**config.mk**
```make
export PLATFORM = sky130hd
export DESIGN_NAME = snoopCoherency
export DESIGN_NICKNAME = d
export VERILOG_FILES = /design/src/rtl/snoopCohPkg.sv /design/src/rtl/snoopCohCtrl.sv /design/src/rtl/snoopCohDatapath.sv /design/src/rtl/snoopCoherency.sv
export SDC_FILE = /design/constraint.sdc
export NUM_CORES = 2
export LEC_CHECK = 0
export ABC_AREA = 1
export BUFFER_PORTS_ARGS = -buffer_cell sky130_fd_sc_hd__buf_2
export CAP_MARGIN = 5
export CORE_ASPECT_RATIO = 0.75
export CORE_MARGIN = 4
export CORE_UTILIZATION = 42
export CTS_BUF_LIST = sky130_fd_sc_hd__clkbuf_2 sky130_fd_sc_hd__clkbuf_4 sky130_fd_sc_hd__clkbuf_8
export DETAILED_ROUTE_END_ITERATION = 10
export GPL_ROUTABILITY_DRIVEN = 0
export PLACE_DENSITY = 0.69
export SLEW_MARGIN = 15
export SYNTH_ARGS = -nofsm -noshare
export SYNTH_HDL_FRONTEND = slang
export SYNTH_SLANG_ARGS = --single-unit
```
**constraint.sdc**
```tcl
create_clock -name clk -period 5.3 [get_ports clk]
set_clock_uncertainty 0.05 [all_clocks]
set_input_delay 0.795 -clock clk [delete_from_list [all_inputs] [get_ports clk]]
set_output_delay 0.795 -clock clk [all_outputs]
set_load 0.01 [all_outputs]
```
**src/rtl/snoopCohPkg.sv**
```systemverilog
package snoopCohPkg;

  typedef enum logic [1:0] {
    SNP_READ  = 2'd0,
    SNP_WRITE = 2'd1,
    SNP_INV   = 2'd2
  } snpOp_e;

  typedef enum logic [1:0] {
    CORE_LOAD  = 2'd0,
    CORE_STORE = 2'd1,
    CORE_FILL  = 2'd2
  } coreOp_e;

  // which requester owns the array port this cycle
  typedef struct packed {
    logic snpSlot;
    logic coreSlot;
  } slotSel_t;

  // array update strobes, qualified by the lookup result
  typedef struct packed {
    logic writeWord;
    logic install;
    logic installShared;
    logic setShared;
    logic clrShared;
    logic clrValid;
    logic broadcast;
  } arrayOps_t;

endpackage

```
**src/rtl/snoopCohCtrl.sv**
```systemverilog
module snoopCohCtrl
  import snoopCohPkg::*;
#(
  parameter int STARVE_LIMIT = 4
) (
  input  logic      clk,
  input  logic      rstN,
  input  logic      snpReq,
  input  logic [1:0] snpOp,
  input  logic      coreReq,
  input  logic [1:0] coreOp,
  input  logic      coreFillShared,
  input  logic      hit,
  input  logic      lineShared,
  output slotSel_t  sel,
  output arrayOps_t ops
);

  localparam int CNT_W = $clog2(STARVE_LIMIT + 1);
  localparam logic [CNT_W-1:0] LIMIT_V = CNT_W'(STARVE_LIMIT);

  logic [CNT_W-1:0] snpRun;
  logic coreWins;

  assign coreWins     = coreReq && (!snpReq || (snpRun == LIMIT_V));
  assign sel.coreSlot = coreWins;
  assign sel.snpSlot  = snpReq && !coreWins;

  always_ff @(posedge clk) begin
    if (!rstN || !coreReq || coreWins) snpRun <= '0;
    else if (sel.snpSlot)              snpRun <= snpRun + 1'b1;
  end

  logic snpRd, snpWr, snpInv, coreSt, coreFill;
  assign snpRd    = sel.snpSlot  && (snpOp  == SNP_READ);
  assign snpWr    = sel.snpSlot  && (snpOp  == SNP_WRITE);
  assign snpInv   = sel.snpSlot  && (snpOp  == SNP_INV);
  assign coreSt   = sel.coreSlot && (coreOp == CORE_STORE);
  assign coreFill = sel.coreSlot && (coreOp == CORE_FILL);

  always_comb begin
    ops               = '0;
    ops.writeWord     = (hit && (snpWr || coreSt)) || coreFill;
    ops.install       = coreFill;
    ops.installShared = coreFillShared;
    ops.setShared     = snpRd && hit;
    ops.broadcast     = coreSt && hit && lineShared;
    ops.clrShared     = ops.broadcast;
    ops.clrValid      = snpInv && hit;
  end

endmodule

```
**src/rtl/snoopCohDatapath.sv**
```systemverilog
module snoopCohDatapath
  import snoopCohPkg::*;
#(
  parameter int ADDR_W     = 32,
  parameter int DATA_W     = 32,
  parameter int LINES      = 8,
  parameter int LINE_BYTES = 32
) (
  input  logic              clk,
  input  logic              rstN,
  input  slotSel_t          sel,
  input  arrayOps_t         ops,
  input  logic [ADDR_W-1:0] snpAddr,
  input  logic [DATA_W-1:0] snpWdata,
  input  logic [ADDR_W-1:0] coreAddr,
  input  logic [DATA_W-1:0] coreWdata,
  output logic              hit,
  output logic              lineShared,
  output logic              snpDone,
  output logic              snpHit,
  output logic [DATA_W-1:0] snpRdata,
  output logic              coreDone,
  output logic              coreHit,
  output logic [DATA_W-1:0] coreRdata,
  output logic              invValid,
  output logic [ADDR_W-1:0] invAddr
);

  localparam int OFF_W   = $clog2(LINE_BYTES);
  localparam int WB_W    = $clog2(DATA_W / 8);
  localparam int WORDS   = LINE_BYTES / (DATA_W / 8);
  localparam int WSEL_W  = $clog2(WORDS);
  localparam int IDX_W   = $clog2(LINES);
  localparam int TAG_W   = ADDR_W - OFF_W - IDX_W;

  logic [TAG_W-1:0]  tagArr  [LINES];
  logic [DATA_W-1:0] dataArr [LINES*WORDS];
  logic [LINES-1:0]  validArr;
  logic [LINES-1:0]  sharedArr;

  logic [ADDR_W-1:0] accAddr;
  logic [DATA_W-1:0] accWdata;
  logic [IDX_W-1:0]  idx;
  logic [TAG_W-1:0]  tag;
  logic [IDX_W+WSEL_W-1:0] slot;
  logic [DATA_W-1:0] rdWord;
  logic unusedByteBits;

  assign accAddr  = sel.snpSlot ? snpAddr  : coreAddr;
  assign accWdata = sel.snpSlot ? snpWdata : coreWdata;
  assign idx      = accAddr[OFF_W +: IDX_W];
  assign tag      = accAddr[ADDR_W-1 -: TAG_W];
  assign slot     = {idx, accAddr[WB_W +: WSEL_W]};
  assign unusedByteBits = ^accAddr[WB_W-1:0];

  assign hit        = validArr[idx] && (tagArr[idx] == tag);
  assign lineShared = sharedArr[idx];
  assign rdWord     = dataArr[slot];

  // line state bits: reset clears every line
  always_ff @(posedge clk) begin
    if (!rstN) begin
      validArr  <= '0;
      sharedArr <= '0;
    end else begin
      if (ops.install) begin
        validArr[idx]  <= 1'b1;
        sharedArr[idx] <= ops.installShared;
      end
      if (ops.setShared) sharedArr[idx] <= 1'b1;
      if (ops.clrShared) sharedArr[idx] <= 1'b0;
      if (ops.clrValid) begin
        validArr[idx]  <= 1'b0;
        sharedArr[idx] <= 1'b0;
      end
    end
  end

  // tag and data storage, no reset needed
  always_ff @(posedge clk) begin
    if (ops.install)   tagArr[idx]   <= tag;
    if (ops.writeWord) dataArr[slot] <= accWdata;
  end

  // registered responses, one cycle after grant
  always_ff @(posedge clk) begin
    if (!rstN) begin
      snpDone  <= 1'b0;
      snpHit   <= 1'b0;
      coreDone <= 1'b0;
      coreHit  <= 1'b0;
      invValid <= 1'b0;
      snpRdata <= '0;
      coreRdata <= '0;
      invAddr  <= '0;
    end else begin
      snpDone  <= sel.snpSlot;
      snpHit   <= sel.snpSlot && hit;
      coreDone <= sel.coreSlot;
      coreHit  <= sel.coreSlot && hit;
      invValid <= ops.broadcast;
      if (sel.snpSlot)  snpRdata  <= rdWord;
      if (sel.coreSlot) coreRdata <= rdWord;
      if (ops.broadcast) invAddr <= {accAddr[ADDR_W-1:OFF_W], {OFF_W{1'b0}}};
    end
  end

endmodule

```
**src/rtl/snoopCoherency.sv**
```systemverilog
module snoopCoherency
  import snoopCohPkg::*;
#(
  parameter int ADDR_W       = 32,
  parameter int DATA_W       = 32,
  parameter int LINES        = 8,
  parameter int LINE_BYTES   = 32,
  parameter int STARVE_LIMIT = 4
) (
  input  logic              clk,
  input  logic              rstN,
  input  logic              coreReq,
  input  logic [1:0]        coreOp,
  input  logic [ADDR_W-1:0] coreAddr,
  input  logic [DATA_W-1:0] coreWdata,
  input  logic              coreFillShared,
  output logic              coreGnt,
  output logic              coreDone,
  output logic              coreHit,
  output logic [DATA_W-1:0] coreRdata,
  input  logic              snpReq,
  input  logic [1:0]        snpOp,
  input  logic [ADDR_W-1:0] snpAddr,
  input  logic [DATA_W-1:0] snpWdata,
  output logic              snpGnt,
  output logic              snpDone,
  output logic              snpHit,
  output logic [DATA_W-1:0] snpRdata,
  output logic              invValid,
  output logic [ADDR_W-1:0] invAddr
);

  slotSel_t  sel;
  arrayOps_t ops;
  logic      hit;
  logic      lineShared;

  snoopCohCtrl #(.STARVE_LIMIT(STARVE_LIMIT)) uCtrl (
    .clk(clk), .rstN(rstN),
    .snpReq(snpReq), .snpOp(snpOp),
    .coreReq(coreReq), .coreOp(coreOp), .coreFillShared(coreFillShared),
    .hit(hit), .lineShared(lineShared),
    .sel(sel), .ops(ops)
  );

  snoopCohDatapath #(
    .ADDR_W(ADDR_W), .DATA_W(DATA_W), .LINES(LINES), .LINE_BYTES(LINE_BYTES)
  ) uPath (
    .clk(clk), .rstN(rstN), .sel(sel), .ops(ops),
    .snpAddr(snpAddr), .snpWdata(snpWdata),
    .coreAddr(coreAddr), .coreWdata(coreWdata),
    .hit(hit), .lineShared(lineShared),
    .snpDone(snpDone), .snpHit(snpHit), .snpRdata(snpRdata),
    .coreDone(coreDone), .coreHit(coreHit), .coreRdata(coreRdata),
    .invValid(invValid), .invAddr(invAddr)
  );

  assign snpGnt  = sel.snpSlot;
  assign coreGnt = sel.coreSlot;

endmodule

```
==> flow_summary_export.csv <==
group,metric,value,unit
status,status,"complete, but fails checks",
status,violations,"design-rule violations",
sta,finalSetupTns,0,ns
power,seqPwrFrac,0.546,
final_layout,nets,7153,
cts,h-tree-depth,5,
final_layout,final_cell_mix,"edfxtp_1 (2,240), nand2_1 (1,710), a22oi_1 (538), clkbuf_8 (364), nor2_1 (245)",
sta,layout_setup_ws,0.184,ns
placed_design,port_buffers,230,
cts,path_clk_slew,0.06,ns
yosys,yosysTopAreaCellShare,0.755,
hold_path,min_path_cells,3,
placed_design,place_inst,9473,
drt,drt-total-wl,253,mm
die,die_area,220000,µm²
sta,max_freq,195,MHz
die,die_h,407,µm
die,start_util,0.422,
cts,hold_buffers,0,
cts,cts-root-buf,"clkbuf_8",
sta,max_slew.worst_pin.slew,1.22,ns
setup_path,path_class,"flop to flop",
die,core-area,211000,µm²
cts,cts-resized-gates,0,
cts,cts_tree,"yes",
yosys,ys_seq_area_frac,0.781,
final_layout,nFillCells,17300,
power,p_int,28.8,mW
cts,cts.sinks,2355,
hold_path,min_from,"coreReq",
sta,fin_crit,5.12,ns
power,switching_share,0.236,
flow_run,drv_cap,0,
setup_path,r2r_cells,19,
setup_path,end_kind,"flop",
die,io_pins,240,
yosys,synthArstFlopShare,0,
final_layout,multi_input_area,17800,µm²
final_layout,layout_commonest_cell,"edfxtp_1",
die,rows,146,
global_route,grt_pass1_vias,54700,
placed_design,detailed_place_hpwl,158,mm
yosys,synthCells,6367,
final_layout,layout-drive-gt1-share,0.182,
setup_path,startpoint_type,"flop",
cts,cts_buffers,351,
yosys,syn_area_per_cell,14.0,µm²
power,ir_worst_vdd,327,µV
final_layout,final_cells,10100,
sta,setup_violations,0,
cts,cts_setup_buffers,0,
final_layout,synthToLayoutAreaGrowth,17.6,%
setup_path,rr_startpoint,"uCtrl.snpRun[0]",
yosys,yosys.area.top_type,"edfxtp_1",
setup_path,rrSetupSlack,0.18,ns
final_layout,final_util,0.497,
hold_path,hold_path_class,"input pin to flop",
power,clkPwrFrac,0.374,
drt,ant_nets,0,
sta,fin_crit_sh,0.965,
power,p_per_area,360,nW/µm²
drt,first_pass_iters,9,
yosys,yosys-top-cells-area,"edfxtp_1 (76%), nand2_1 (7.3%), a22oi_1 (4.5%)",
power,total_power,37.8,mW
setup_path,worst_ep_arrival_time,5.71,ns
drt,viasPerCell,5.70,
sta,report.final.slew_viol_count,0,
hold_path,whs_endpoint,"uCtrl.snpRun[2]",
global_route,antenna_found_initial,4,
sta,timing_hold_violations_final,0,
sta,relSlewSlack,0.176,
drt,avgRoutedWirePerCell,25.1,µm
power,cellLeakagePower,36.9,nW
yosys,synth.distinct_cells,45,
setup_path,rr_endpoint,"uPath.dataArr[62][13]",
cts,clk_latency,1.05,ns
yosys,syn_area,89100,µm²
yosys,synth_edf_count,2240,
drt,drt_iter0_drc,8143,
yosys,ys_warn_count,0,
drt,drc,4,
power,p_sw,8.91,mW
setup_path,crit_path_max_fanout,44,
yosys,synth_ff_type,"edfxtp_1",
sta,rsz0062_at_grt,"false",
drt,num_vias,57400,
global_route,grt_pass1_wl,365,mm
global_route,grt_max_degree,69,
setup_path,required,5.90,ns
power,pwr-share-comb,0.080,
global_route,grt.overflow.total,0,
placed_design,dp_slack,0.250,ns
cts,clock_path_buffers,4,
final_layout,seq_area,69600,µm²
die,die_x,540,µm
yosys,ys_ff_latch,2355,
global_route,grt_usage,0.223,
[synthesized netlist by cell type (all sizes together), types with 2 or more instances]
library cell	number
nor2	328
o2111ai	7
nand3	228
a221oi	145
clkbuf	198
o21a	32
inv	243
nor3	15
nand3b	3
xor2	4
and3	14
clkinv	3
o21ai	88
a22oi	538
a22o	11
mux2	2
ha	2
dfxtp	115
a21oi	47
edfxtp	2240
nand4	203
nand2	1757
buf	137
[cell type report]
class / instances / area share
Antenna cell: 5 / 0.000119
Sequential cell: 2355 / 0.664
Tap cell: 2812 / 0.0336
Timing Repair Buffer: 625 / 0.0602
Multi-Input combinational cell: 3435 / 0.170
Clock buffer: 488 / 0.0567
Clock inverter: 119 / 0.00617
Inverter: 246 / 0.00922
[flip-flops by register name (all words and copies together), names as in the netlist]
| register | cells |
|---|---|
| uPath.coreHit | 1 |
| uPath.invValid | 1 |
| uPath.snpHit | 1 |
| uPath.sharedArr | 8 |
| uPath.coreRdata | 32 |
| uCtrl.snpRun | 3 |
| uPath.snpDone | 1 |
| uPath.tagArr | 192 |
| uPath.validArr | 8 |
| uPath.dataArr | 2048 |
| uPath.coreDone | 1 |
| uPath.invAddr | 27 |
| uPath.snpRdata | 32 |
[how the worst max path moves through the flow]
stage | startpoint | depth (start not counted) | to
floorplan | snpReq | 18 | uPath.dataArr[0][0]
global placement | coreReq | 18 | uPath.dataArr[59][1]
detailed placement | coreReq | 18 | uPath.dataArr[58][10]
CTS | uCtrl.snpRun[0] | 19 | uPath.dataArr[62][13]
global route | uCtrl.snpRun[0] | 19 | uPath.dataArr[62][15]
finish | uCtrl.snpRun[0] | 19 | uPath.dataArr[62][13]
[through the flow]
step	instance area (µm²)	hold slack [ns]
after floorplan	89100	0.411
after global placement	98200	0.419
after detailed placement	98200	0.457
after CTS	105000	0.00691
after global routing	105000	0.0637
final	105000	0.0896
[power by group through the flow]
| stage | Sequential (mW) | Combinational, mW | Clock (mW) |
|---|---|---|---|
| finish | 20.6 | 3.01 | 14.1 |
| global placement | 21.0 | 2.90 | 0 |
| global route | 20.6 | 3.20 | 15.2 |
| detailed placement | 21.0 | 2.95 | 0 |
| floorplan | 21.0 | 1.47 | 0 |
| CTS | 20.6 | 2.96 | 14.3 |
[routing by layer]
metal | vias up | routed length [µm] | GRT usage
met4 | 4 | 9140 | 0.0863
met5 | - | 28 | 0
met3 | 454 | 29500 | 0.0474
li1 | 24800 | - | -
met2 | 3747 | 112000 | 0.331
met1 | 28400 | 103000 | 0.324
[logic make-up (layout without fill, tap and decap cells)]
kind of cell / after synthesis / count (layout) / share of synthesized area
DFF: 2355 / 2355 / 0.781
xor gates and xnor gates: 4 / 4 / 0.000393
adders and majority gates: 2 / 2 / 0.000281
and+or+nand+nor: 2550 / 2550 / 0.119
buffers and inverters: 581 / 1478 / 0.0268
muxes: 3 / 3 / 0.000365
AOI/OAI and AO/OA: 871 / 871 / 0.0725
other: 1 / 10 / 0.0000421
[critical path, stage by stage, from the launching register on]
cell and delay [ns]:
dfxtp_1 0.34, inv_1 0.08, ha_1 0.15, nand2_1 0.17, o21ai_4 0.31, buf_4 0.19
inv_6 0.11, buf_12 0.21, o21ai_0 0.79, inv_1 0.28, nand2_1 0.16, nand2_1 0.06
nor2_1 0.13, nand4_1 0.20, nor2_2 0.30, nand3_1 0.18, nand2_4 0.25, nand2_4 0.24
nor2_4 0.17, buf_12 0.30
Note: power is estimated with default switching activity, not from simulation.
